[src/rtl/uart_mc_pkg.sv]
package uart_mc_pkg;
    localparam int unsigned MC_REG_W   = 16;
    localparam int unsigned MC_USED_W  = 7;
    localparam int unsigned MC_STATUS_W = 4;
    localparam int unsigned MC_SYNC_STAGES = 2;

    // Bit positions in the control word; software decodes these.
    localparam int unsigned BIT_DTR  = 0;
    localparam int unsigned BIT_RTS  = 1;
    localparam int unsigned BIT_OUT1 = 2;
    localparam int unsigned BIT_OUT2 = 3;
    localparam int unsigned BIT_LOOP = 4;
    localparam int unsigned BIT_AFC  = 5;
    localparam int unsigned BIT_IR   = 6;

    typedef struct packed {
        logic ir_mode;
        logic auto_flow;
        logic loop;
        logic out2;
        logic out1;
        logic rts;
        logic dtr;
    } mc_ctrl_t;

    // Status vector order: {dcd, ri, cts, dsr}, all active low
    typedef struct packed {
        logic dcd_n;
        logic ri_n;
        logic cts_n;
        logic dsr_n;
    } mc_status_t;
endpackage

[src/rtl/uart_mc_ctrl_reg.sv]
module uart_mc_ctrl_reg
    import uart_mc_pkg::*;
(
    input  logic                clk,
    input  logic                rst_n,
    input  logic                wr_en,
    input  logic [MC_REG_W-1:0] wr_data,
    output mc_ctrl_t            ctrl,
    output logic [MC_REG_W-1:0] rd_data
);
    localparam int unsigned PAD_W = MC_REG_W - MC_USED_W;

    typedef struct packed {
        mc_ctrl_t word;
    } reg_state_t;

    reg_state_t state_d, state_q;

    always_comb begin
        state_d = state_q;
        if (wr_en) begin
            state_d.word = mc_ctrl_t'(wr_data[MC_USED_W-1:0]);
        end
    end

    always_ff @(posedge clk or negedge rst_n) begin
        if (!rst_n) begin
            state_q <= '0;
        end else begin
            state_q <= state_d;
        end
    end

    assign ctrl    = state_q.word;
    assign rd_data = {{PAD_W{1'b0}}, state_q.word};
endmodule

[src/rtl/uart_mc_sync.sv]
module uart_mc_sync #(
    parameter int unsigned WIDTH  = 4,
    parameter int unsigned STAGES = 2
) (
    input  logic             clk,
    input  logic             rst_n,
    input  logic [WIDTH-1:0] din,
    output logic [WIDTH-1:0] dout
);
    logic [WIDTH-1:0] stage_d [STAGES];
    logic [WIDTH-1:0] stage_q [STAGES];

    always_comb begin
        stage_d[0] = din;
        for (int i = 1; i < STAGES; i++) begin
            stage_d[i] = stage_q[i-1];
        end
    end

    for (genvar g = 0; g < STAGES; g++) begin : g_stage
        always_ff @(posedge clk or negedge rst_n) begin
            if (!rst_n) begin
                stage_q[g] <= '1;
            end else begin
                stage_q[g] <= stage_d[g];
            end
        end
    end

    assign dout = stage_q[STAGES-1];
endmodule

[src/rtl/uart_mc_pin_mux.sv]
module uart_mc_pin_mux
    import uart_mc_pkg::*;
(
    input  mc_ctrl_t   ctrl,
    input  logic       fifo_en,
    input  logic       rx_above_trig,
    input  logic       ser_tx,
    input  logic       ir_tx_n,
    input  logic       sin,
    input  logic       sir_in,
    input  mc_status_t ext_sync,
    output logic       sout,
    output logic       sir_out_n,
    output logic       dtr_n,
    output logic       rts_n,
    output logic       out1_n,
    output logic       out2_n,
    output logic       rx_serial,
    output logic       ir_rx,
    output mc_status_t status_int
);
    logic       flow_stop;
    mc_status_t looped;

    always_comb begin
        flow_stop = ctrl.auto_flow & fifo_en & rx_above_trig;

        looped.dsr_n = ~ctrl.dtr;
        looped.cts_n = ~ctrl.rts;
        looped.ri_n  = ~ctrl.out1;
        looped.dcd_n = ~ctrl.out2;

        if (ctrl.loop) begin
            sout       = 1'b1;
            sir_out_n  = 1'b0;
            dtr_n      = 1'b1;
            rts_n      = 1'b1;
            out1_n     = 1'b1;
            out2_n     = 1'b1;
            rx_serial  = ctrl.ir_mode ? 1'b1 : ser_tx;
            ir_rx      = ctrl.ir_mode ? ~ir_tx_n : 1'b0;
            status_int = looped;
        end else begin
            sout       = ser_tx;
            sir_out_n  = ir_tx_n;
            dtr_n      = ~ctrl.dtr;
            rts_n      = ~(ctrl.rts & ~flow_stop);
            out1_n     = ~ctrl.out1;
            out2_n     = ~ctrl.out2;
            rx_serial  = sin;
            ir_rx      = sir_in;
            status_int = ext_sync;
        end
    end
endmodule

[src/rtl/uart_modem_ctrl.sv]
module uart_modem_ctrl
    import uart_mc_pkg::*;
(
    input  logic                clk,
    input  logic                rst_n,
    input  logic                wr_en,
    input  logic [MC_REG_W-1:0] wr_data,
    output logic [MC_REG_W-1:0] rd_data,
    input  logic                fifo_en,
    input  logic                rx_above_trig,
    input  logic                ser_tx,
    input  logic                ir_tx_n,
    input  logic                sin,
    input  logic                sir_in,
    input  logic                dsr_n,
    input  logic                cts_n,
    input  logic                ri_n,
    input  logic                dcd_n,
    output logic                sout,
    output logic                sir_out_n,
    output logic                dtr_n,
    output logic                rts_n,
    output logic                out1_n,
    output logic                out2_n,
    output logic                rx_serial,
    output logic                ir_rx,
    output logic                dsr_n_int,
    output logic                cts_n_int,
    output logic                ri_n_int,
    output logic                dcd_n_int
);
    mc_ctrl_t   ctrl;
    mc_status_t ext_raw;
    mc_status_t ext_sync;
    mc_status_t status_int;

    assign ext_raw = '{dcd_n: dcd_n, ri_n: ri_n, cts_n: cts_n, dsr_n: dsr_n};

    uart_mc_ctrl_reg u_reg (
        .clk     (clk),
        .rst_n   (rst_n),
        .wr_en   (wr_en),
        .wr_data (wr_data),
        .ctrl    (ctrl),
        .rd_data (rd_data)
    );

    uart_mc_sync #(
        .WIDTH  (MC_STATUS_W),
        .STAGES (MC_SYNC_STAGES)
    ) u_sync (
        .clk   (clk),
        .rst_n (rst_n),
        .din   (ext_raw),
        .dout  (ext_sync)
    );

    uart_mc_pin_mux u_mux (
        .ctrl          (ctrl),
        .fifo_en       (fifo_en),
        .rx_above_trig (rx_above_trig),
        .ser_tx        (ser_tx),
        .ir_tx_n       (ir_tx_n),
        .sin           (sin),
        .sir_in        (sir_in),
        .ext_sync      (ext_sync),
        .sout          (sout),
        .sir_out_n     (sir_out_n),
        .dtr_n         (dtr_n),
        .rts_n         (rts_n),
        .out1_n        (out1_n),
        .out2_n        (out2_n),
        .rx_serial     (rx_serial),
        .ir_rx         (ir_rx),
        .status_int    (status_int)
    );

    assign dsr_n_int = status_int.dsr_n;
    assign cts_n_int = status_int.cts_n;
    assign ri_n_int  = status_int.ri_n;
    assign dcd_n_int = status_int.dcd_n;
endmodule

[config.mk]
export PLATFORM = sky130hd
export DESIGN_NAME = uart_modem_ctrl
export DESIGN_NICKNAME = d
export VERILOG_FILES = /design/src/rtl/uart_mc_pkg.sv /design/src/rtl/uart_mc_ctrl_reg.sv /design/src/rtl/uart_mc_sync.sv /design/src/rtl/uart_mc_pin_mux.sv /design/src/rtl/uart_modem_ctrl.sv
export SDC_FILE = /design/constraint.sdc
export NUM_CORES = 1
export LEC_CHECK = 0
export ABC_AREA = 1
export BUFFER_PORTS_ARGS = -buffer_cell sky130_fd_sc_hd__buf_2
export CAP_MARGIN = 20
export CORE_ASPECT_RATIO = 1.2
export CORE_MARGIN = 3
export CORE_UTILIZATION = 38
export CTS_BUF_LIST = sky130_fd_sc_hd__clkbuf_8
export DETAILED_ROUTE_END_ITERATION = 6
export GPL_ROUTABILITY_DRIVEN = 1
export PLACE_DENSITY = 0.9
export SYNTH_ARGS = -nofsm -noshare
export SYNTH_HDL_FRONTEND = slang
export SYNTH_SLANG_ARGS = --single-unit
[constraint.sdc]
create_clock -name clk -period 1 [get_ports clk]
set_input_delay 0.05 -clock clk [delete_from_list [all_inputs] [get_ports clk]]
set_output_delay 0.05 -clock clk [all_outputs]
set_load 0.05 [all_outputs]
==> flow_summary_export.csv, run 1 <==
group,metric,value,unit
status,status,"finished, violations left",
status,violations,"setup timing",
logic_synthesis,yosys.area_share.simple,0.138,
place,hpwl,1.08,mm
logic_synthesis,synth_edf_count,0,
power_and_ir_drop,p_sw_frac,0.378,
sta,setup_viol,14,
clock_tree,cts_tree,"done",
logic_synthesis,yosysSeqAreaShare,0.572,
clock_tree,h-tree-depth,1,
global_routing,grt-ovfl-total,0,
logic_synthesis,synth_compound_area_frac,0.112,
logic_synthesis,ys_types,13,
power_and_ir_drop,power,0.00196,W
routing,vias,633,
logic_synthesis,yosys_register_bits,15,
die,design.die.area,2310,sq um
critical_path,arrival,1160,ps
critical_path,setup.worst_path.start_class,"flip-flop",
sta,rsz0062_at_grt,"true",
global_routing,grt_max_degree,16,
routing,remaining_drc_errors,0,
logic_synthesis,synth_mux_area_frac,0,
layout,drive_above_1_share,0.617,
routing,wire_per_inst,11.9,microns
power_and_ir_drop,internal-power,0.00122,W
power_and_ir_drop,pwr-share-comb,0.405,
critical_path,required,950,ps
routing,antenna_left,0,
logic_synthesis,avgSynthCellArea,9.62,sq um
sta,fmax,823,MHz
layout,fillers,111,
routing,firstDrtPassIters,4,
logic_synthesis,synth-async-reset-ratio,1.00,
routing,viasPerCell,4.59,
sta,setup_ws,-215,ps
worst_hold_path,min_path_type,"in2reg",
global_routing,gr-usage-all-layers,0.159,
critical_path,crit_type,"reg2out",
global_routing,grt_pass1_vias,626,
die,initial_core_util,0.405,
clock_tree,numCtsBuffers,3,
run,max-cap-violations,0,
logic_synthesis,synth.largest_area_cell,"dfstp_2",
layout,num-nets-final,150,
routing,drt_wl_total,1.65,mm
logic_synthesis,syn_area,673,sq um
critical_path,path_max_fanout,8,
sta,period_minus_slack,1210,ps
clock_tree,insertion_delay,240,ps
die,ios,57,
place,place_congestion,0.686,
sta,final.setup_skew,0.220,ps
clock_tree,clock_path_buffers,2,
die,coreArea,1660,sq um
clock_tree,clockRootBuffer,"clkbuf_8",
power_and_ir_drop,p_sw,0.000741,W
sta,timing.final.crit_share,1.21,
power_and_ir_drop,seqPwrFrac,0.364,
layout,diodes,0,
logic_synthesis,yosys-top-cells-count,"nand2_1 (18), buf_4 (10), dfstp_2 (8), o21ai_0 (8)",
die,die_w,44.4,microns
critical_path,end_kind,"primary output",
power_and_ir_drop,p_per_area,1640,nW/um^2
clock_tree,cts_sinks,15,
logic_synthesis,synth_fa_ha_area_frac,0,
die,die_h,52.1,microns
layout,area_growth,77.5,%
power_and_ir_drop,p_clk_frac,0.231,
place,io_buffers,38,
logic_synthesis,synth_flop_cell,"dfstp_2",
global_routing,grt_antenna_before_repair,0,
global_routing,grt_first_pass_wirelength,2.66,mm
logic_synthesis,synthCells,70,
power_and_ir_drop,vdd_drop_max,1230,uV
logic_synthesis,synth_area_leaders,"dfstp_2 (31%), dfrtp_1 (26%), buf_4 (11%), nand2_1 (10%), o21ai_0 (5.9%)",
routing,first_iter_violations,18,
sta,slew_viol_final,0,
clock_tree,clk_pin_slew,50,ps
logic_synthesis,yosysWarnings,0,
power_and_ir_drop,p_leak,0.602,nW
logic_synthesis,synth_top_area_frac,0.312,
place,dp_slack,-54.6,ps
logic_synthesis,synth_top_family_by_area,"buffers and inverters",
die,rows,16,
sta,hold_viol,0,
logic_synthesis,yosys.cell_count.top_type,"nand2_1",
logic_synthesis,synth_xor_area_frac,0,
[per-stage QoR]
step | setup TNS (ps) | hold WS (ps) | instance area [sq um] | cells | util
2_1_floorplan | -1340 | -246 | 767 | 78 | -
3_3_place_gp | -179 | -47.7 | 945 | 127 | 0.569
3_5_place_dp | -223 | -41.5 | 945 | 127 | 0.569
4_1_cts | -2300 | 19.1 | 1180 | 137 | 0.712
5_1_grt | -2910 | 37.8 | 1190 | 138 | 0.719
6_report | -2260 | 20.8 | 1190 | 138 | 0.719
[flip-flops by register name, summed over array words and instances, names as in the netlist]
name,cells
u_reg.ctrl,7
u_sync.dout,4
u_sync.stage_d,4
[routing by layer]
metal / global-route usage / vias up / share of wire
met3: 0.0277 / 4 / 0.076
li1: - / 298 / -
met4: 0.0704 / 0 / 0.021
met5: 0 / - / 0
met2: 0.291 / 45 / 0.56
met1: 0.174 / 286 / 0.34
[final timing paths]
check	start	endpoint	slack (ps)	depth (start not counted)
min in group asynchronous	rst_n	u_reg.ctrl[0]	240	2
max in group asynchronous	rst_n	u_sync.stage_d[1]	470	2
min	wr_data[6]	u_reg.ctrl[6]	20	3
min reg2reg	u_sync.stage_d[2]	u_sync.dout[2]	360	0
max	u_reg.ctrl[4]	cts_n_int	-210	4
max reg2reg	u_reg.ctrl[4]	u_reg.ctrl[4]	150	3
[cells by family (layout without fill, tap and decap cells)]
logic type      after synthesis  in the layout
other cells                   1              9
compound gates               12             12
simple gates                 23             23
flops                        15             15
buf+inv                      19             61
[final cells by class]
type	count	area, sq um	area share
clock buffer	3	41.3	0.0346
clock inverter	1	3.75	0.00314
inverter	8	35.0	0.0293
multi-input combinational	44	278	0.232
sequential	15	390	0.327
tap	18	22.5	0.0188
timing repair buffer	49	424	0.355
[placed cells by master, fill, tap and decap left out, drive strengths merged]
cell type,instances
buf,44
nand2,18
o21ai,12
conb,9
inv,9
dfstp,8
dfrtp,7
dlygate4sd3,5
clkbuf,3
nand3,3
nor2,1
or2,1
[power groups by stage]
stage | Sequential (W) | Clock (W) | Combinational, W
5_1_grt | 0.000719 | 0.000493 | 0.000833
3_5_place_dp | 0.000712 | 0 | 0.000643
3_3_place_gp | 0.000710 | 0 | 0.000634
2_1_floorplan | 0.000800 | 0 | 0.000414
6_report | 0.000712 | 0.000453 | 0.000793
4_1_cts | 0.000711 | 0.000463 | 0.000781
[worst max-delay path, cell delays in order, from the launching register on]
cell and delay [ps]:
dfrtp_2 430, inv_6 70, buf_12 140, o21ai_2 120
buf_6 170
[timing repair]
action	4_1_cts	5_1_grt
pin swaps	2	0
endpoints found under the hold margin	19	0
resized for setup	43	2
buffers inserted	1	1
hold buffers	5	0
endpoints found under the setup margin	17	16
No activity file was read; power rests on OpenSTA's default activity.
==> inputs of run 2 (changes only) <==
Settings changed: CORE_UTILIZATION 38 to 35, PLACE_DENSITY 0.9 to 0.87.
Clock period 1 ns to 1.1 ns, I/O delays scaled along.
==> flow_summary_export.csv, run 2 (synthesized netlist as in run 1, its figures left out) <==
group,metric,value,unit
critical_path,crit_type,"reg2out",
die,design.die.area,2490,sq um
layout,diodes,0,
routing,wire_per_inst,11.6,microns
critical_path,reg2reg_from,"u_reg.ctrl[4]",
place,hpwl,1.13,mm
critical_path,crit_path_start,"u_reg.ctrl[4]",
sta,period_minus_slack,1260,ps
sta,setup_ws,-162,ps
layout,drive_above_1_share,0.583,
sta,whs,23.4,ps
sta,final.setup_skew,0.463,ps
routing,first_iter_violations,5,
layout,design_area,1150,sq um
routing,drt_wl_total,1.60,mm
layout,largest_reg_flops,7,
power_and_ir_drop,p_per_area,1520,nW/um^2
power_and_ir_drop,power,0.00174,W
routing,vias,640,
routing,remaining_drc_errors,0,
clock_tree,clockRootBuffer,"clkbuf_8",
sta,slew_viol_final,0,
clock_tree,h-tree-depth,1,
sta,hold_viol,0,
critical_path,crit_path_top_delay_cell,"dfrtp_2",
die,die_h,54.0,microns
clock_tree,cts_tree,"done",
critical_path,slowest_delay,450,ps
layout,num-nets-final,150,
die,die_w,46.0,microns
place,dp_slack,-14.2,ps
die,rows,16,
sta,fmax,793,MHz
critical_path,required,1040,ps
status,violations,"setup timing",
routing,antenna_left,0,
global_routing,grt_pass1_vias,660,
power_and_ir_drop,vdd_drop_max,1050,uV
critical_path,setup.worst_path.start_class,"flip-flop",
clock_tree,insertion_delay,240,ps
die,ios,57,
place,place_congestion,0.648,
clock_tree,cts_sinks,15,
sta,setup_viol,13,
run,max-cap-violations,0,
die,initial_core_util,0.391,
sta,fin_setup_tns,-1720,ps
global_routing,grt_first_pass_wirelength,2.79,mm
critical_path,path_max_fanout,6,
place,io_buffers,38,
critical_path,end_kind,"primary output",
sta,timing.final.crit_share,1.15,
routing,firstDrtPassIters,4,
die,coreArea,1720,sq um
global_routing,grt_max_degree,16,
worst_hold_path,hold_start,"wr_data[6]",
global_routing,grt-ovfl-total,0,
routing,viasPerCell,4.64,
place,placed_area,905,sq um
clock_tree,clk_pin_slew,60,ps
status,status,"finished, violations left",
global_routing,gr-usage-all-layers,0.156,
critical_path,path_cells,"inv_4 -> buf_12 -> o21ai_4 -> buf_6",
power_and_ir_drop,p_leak,0.578,nW
sta,rsz0062_at_grt,"true",
clock_tree,numCtsBuffers,3,
critical_path,arrival,1210,ps
layout,area_growth,70.3,%
worst_hold_path,min_path_type,"in2reg",
clock_tree,clock_path_buffers,2,
layout,final_common_cell,"buf_2",
layout,final_cell_mix,"buf_2 (24), nand2_1 (13), buf_6 (13), conb_1 (9)",
global_routing,grt_antenna_before_repair,0,
==> run 2: report_power, final <==
part | internal (W) | switching [W]
logic | 0.000227 | 0.000457
clock network | 0.000246 | 0.000166
registers | 0.000603 | 0.0000412
==> run 2: path summary, 6_finish.rpt <==
kind                             endpoint  slack, ps  cells after the start
max                             dcd_n_int       -160                      4
min                         u_reg.ctrl[6]         20                      3
max reg2reg                 u_reg.ctrl[4]        150                      3
min reg2reg                u_sync.dout[1]        360                      0
max in group asynchronous  u_sync.dout[2]        570                      2
min in group asynchronous   u_reg.ctrl[3]        240                      2
==> run 2: final cells by class <==
class,instances,area [sq um]
repair buffers,48,382
multi-input cells,44,270
flip-flops and latches,15,387
repair inverters,1,7.51
well taps,18,22.5
fillers,138,576
inverters,8,32.5
clock buffers,3,41.3
clock inverters,1,3.75
==> run 2: stage by stage <==
step           utilization  cells
2_1_floorplan            -     78
3_3_place_gp         0.525    125
3_5_place_dp         0.525    125
4_1_cts              0.658    138
5_1_grt              0.666    138
6_report             0.666    138
==> run 2: layer usage <==
layer,vias up,routed length [microns],GRT usage
met5,-,0,0
li1,298,-,-
met2,45,875,0.296
met3,2,192,0.0435
met4,0,6,0.0427
met1,295,528,0.163
==> run 2: repair_timing <==
| action | in CTS | in global routing |
|---|---|---|
| resized for setup | 32 | 4 |
| hold endpoints to repair | 19 | 0 |
| pin swaps | 2 | 2 |
| setup buffers | 3 | 0 |
| hold buffers | 5 | 0 |
| setup endpoints to repair | 12 | 14 |
| cloned | 1 | 0 |
==> run 2: worst max-delay path: cells and delay by family (launching register included) <==
| family | cells | cell delay, ps |
|---|---|---|
| flops | 1 | 450 |
| buf+inv | 3 | 380 |
| compound gates | 1 | 130 |
==> inputs of run 3 (changes only) <==
Settings changed: CORE_UTILIZATION 35 to 33, CTS_BUF_LIST sky130_fd_sc_hd__clkbuf_8 to default, PLACE_DENSITY 0.87 to 0.83, SKIP_CTS_REPAIR_TIMING from default to 1.
==> flow_summary_export.csv, run 3 (synthesized netlist as in run 1, its figures left out) <==
group,metric,value,unit
global_routing,gr-usage-all-layers,0.118,
routing,antenna_left,0,
clock_tree,clock_path_buffers,2,
critical_path,slowest_delay,460,ps
sta,timing.final.crit_share,1.18,
run,max-cap-violations,0,
power_and_ir_drop,p_per_area,1440,nW/um^2
clock_tree,clockRootBuffer,"clkbuf_4",
sta,final.setup_skew,1.07,ps
routing,drt_wl_total,1.65,mm
layout,num-nets-final,151,
global_routing,grt_pass1_vias,536,
critical_path,required,1040,ps
routing,vias,621,
clock_tree,cts_sinks,15,
critical_path,path_cells,"inv_4 -> buf_12 -> nand3_2 -> buf_4",
global_routing,grt_max_degree,16,
worst_hold_path,hold_start,"wr_data[4]",
sta,slew_viol_final,0,
die,die_h,55.5,microns
power_and_ir_drop,vdd_drop_max,974,uV
critical_path,crit_type,"reg2out",
die,initial_core_util,0.356,
critical_path,setup.worst_path.start_class,"flip-flop",
sta,rsz0062_at_grt,"true",
die,ios,57,
place,dp_slack,15.7,ps
critical_path,arrival,1240,ps
routing,wl_met3,163,microns
die,design.die.area,2620,sq um
place,place_congestion,0.666,
routing,wl_met2,885,microns
layout,fillers,146,
clock_tree,cts_tree,"done",
critical_path,path_max_fanout,8,
layout,fin_util,0.586,
clock_tree,clk_pin_slew,90,ps
routing,viasPerCell,4.44,
critical_path,crit_path_top_delay_cell,"dfrtp_2",
routing,met1Wirelength,589,microns
critical_path,reg2reg_from,"u_reg.ctrl[4]",
critical_path,reg2reg_slack,240,ps
sta,fmax,770,MHz
global_routing,grt_first_pass_wirelength,2.24,mm
layout,final_common_cell,"buf_2",
power_and_ir_drop,power,0.00160,W
critical_path,end_kind,"primary output",
place,io_buffers,38,
layout,drive_above_1_share,0.529,
critical_path,worstReg2RegEnd,"u_reg.ctrl[4]",
routing,top_layer,"met4",
sta,whs,-18.1,ps
die,rows,17,
global_routing,grt-ovfl-total,0,
clock_tree,numCtsBuffers,3,
worst_hold_path,hold_end,"u_reg.ctrl[4]",
critical_path,ff2ff_path_depth,3,
routing,wire_per_inst,11.8,microns
worst_hold_path,hold-path-cell-count,3,
routing,remaining_drc_errors,0,
clock_tree,insertion_delay,280,ps
status,violations,"hold timing, setup timing",
clock_tree,h-tree-depth,1,
layout,diodes,0,
place,hpwl,1.16,mm
die,die_w,47.2,microns
die,coreArea,1890,sq um
power_and_ir_drop,p_leak,0.563,nW
status,status,"finished, violations left",
sta,setup_ws,-199,ps
routing,firstDrtPassIters,2,
sta,setup_viol,12,
sta,hold_viol,2,
sta,period_minus_slack,1300,ps
layout,largest_reg_flops,7,
worst_hold_path,min_path_type,"in2reg",
layout,final_cell_mix,"buf_2 (23), nand2_1 (16), dlygate4sd3_1 (10), conb_1 (9), dfstp_2 (8)",
routing,first_iter_violations,2,
global_routing,grt_antenna_before_repair,0,
layout,area_growth,64.7,%
## run 3: final cells by class
type | count | area, sq um | share of cell area
clock buffer | 3 | 22.5 | 0.0203
multi-input combinational | 44 | 248 | 0.223
timing repair buffer | 50 | 389 | 0.351
sequential | 15 | 388 | 0.350
clock inverter | 1 | 5.00 | 0.00451
inverter | 8 | 32.5 | 0.0293
tap | 19 | 23.8 | 0.0214
## run 3: per-stage QoR
| stage | instance area (sq um) | hold WS, ps | instances | setup TNS (ps) |
|---|---|---|---|---|
| final | 1110 | -18.1 | 140 | -1810 |
| after global routing | 1110 | 2.86 | 140 | -2480 |
| after global placement | 906 | -40.0 | 126 | 0 |
| after CTS | 933 | -341 | 130 | -3080 |
| after floorplan | 754 | -241 | 78 | -919 |
| after detailed placement | 906 | -25.6 | 126 | 0 |
## run 3: metal layers
metal  up-vias  track usage
met5         -            0
met4         0       0.0474
met3         2       0.0293
met2        41        0.192
met1       278        0.141
li1        300            -
## run 3: how the worst max path moves through the flow
| stage | from | endpoint | depth (start not counted) | slack [ps] |
|---|---|---|---|---|
| after global placement | u_reg.ctrl[4] | dcd_n_int | 4 | 30 |
| after floorplan | u_reg.ctrl[4] | sir_out_n | 1 | -180 |
| final | u_reg.ctrl[4] | rts_n | 4 | -200 |
| after detailed placement | u_reg.ctrl[4] | dsr_n_int | 4 | 20 |
| after global routing | u_reg.ctrl[4] | rts_n | 4 | -250 |
| after CTS | u_reg.ctrl[4] | dsr_n_int | 4 | -310 |
## run 3: worst max-delay path: cells and delay by family, from the launching register on
kind / cells / cell delay (ps)
flops: 1 / 460
buf+inv: 3 / 430
simple gates: 1 / 70
## run 3: where the power goes
| group | leakage (nW) | internal, W | switching, W |
|---|---|---|---|
| sequential | 0.167 | 0.000602 | 0.0000382 |
| combinational | 0.379 | 0.000209 | 0.000443 |
| clock | 0.0177 | 0.000135 | 0.000173 |
| total | 0.563 | 0.000946 | 0.000654 |
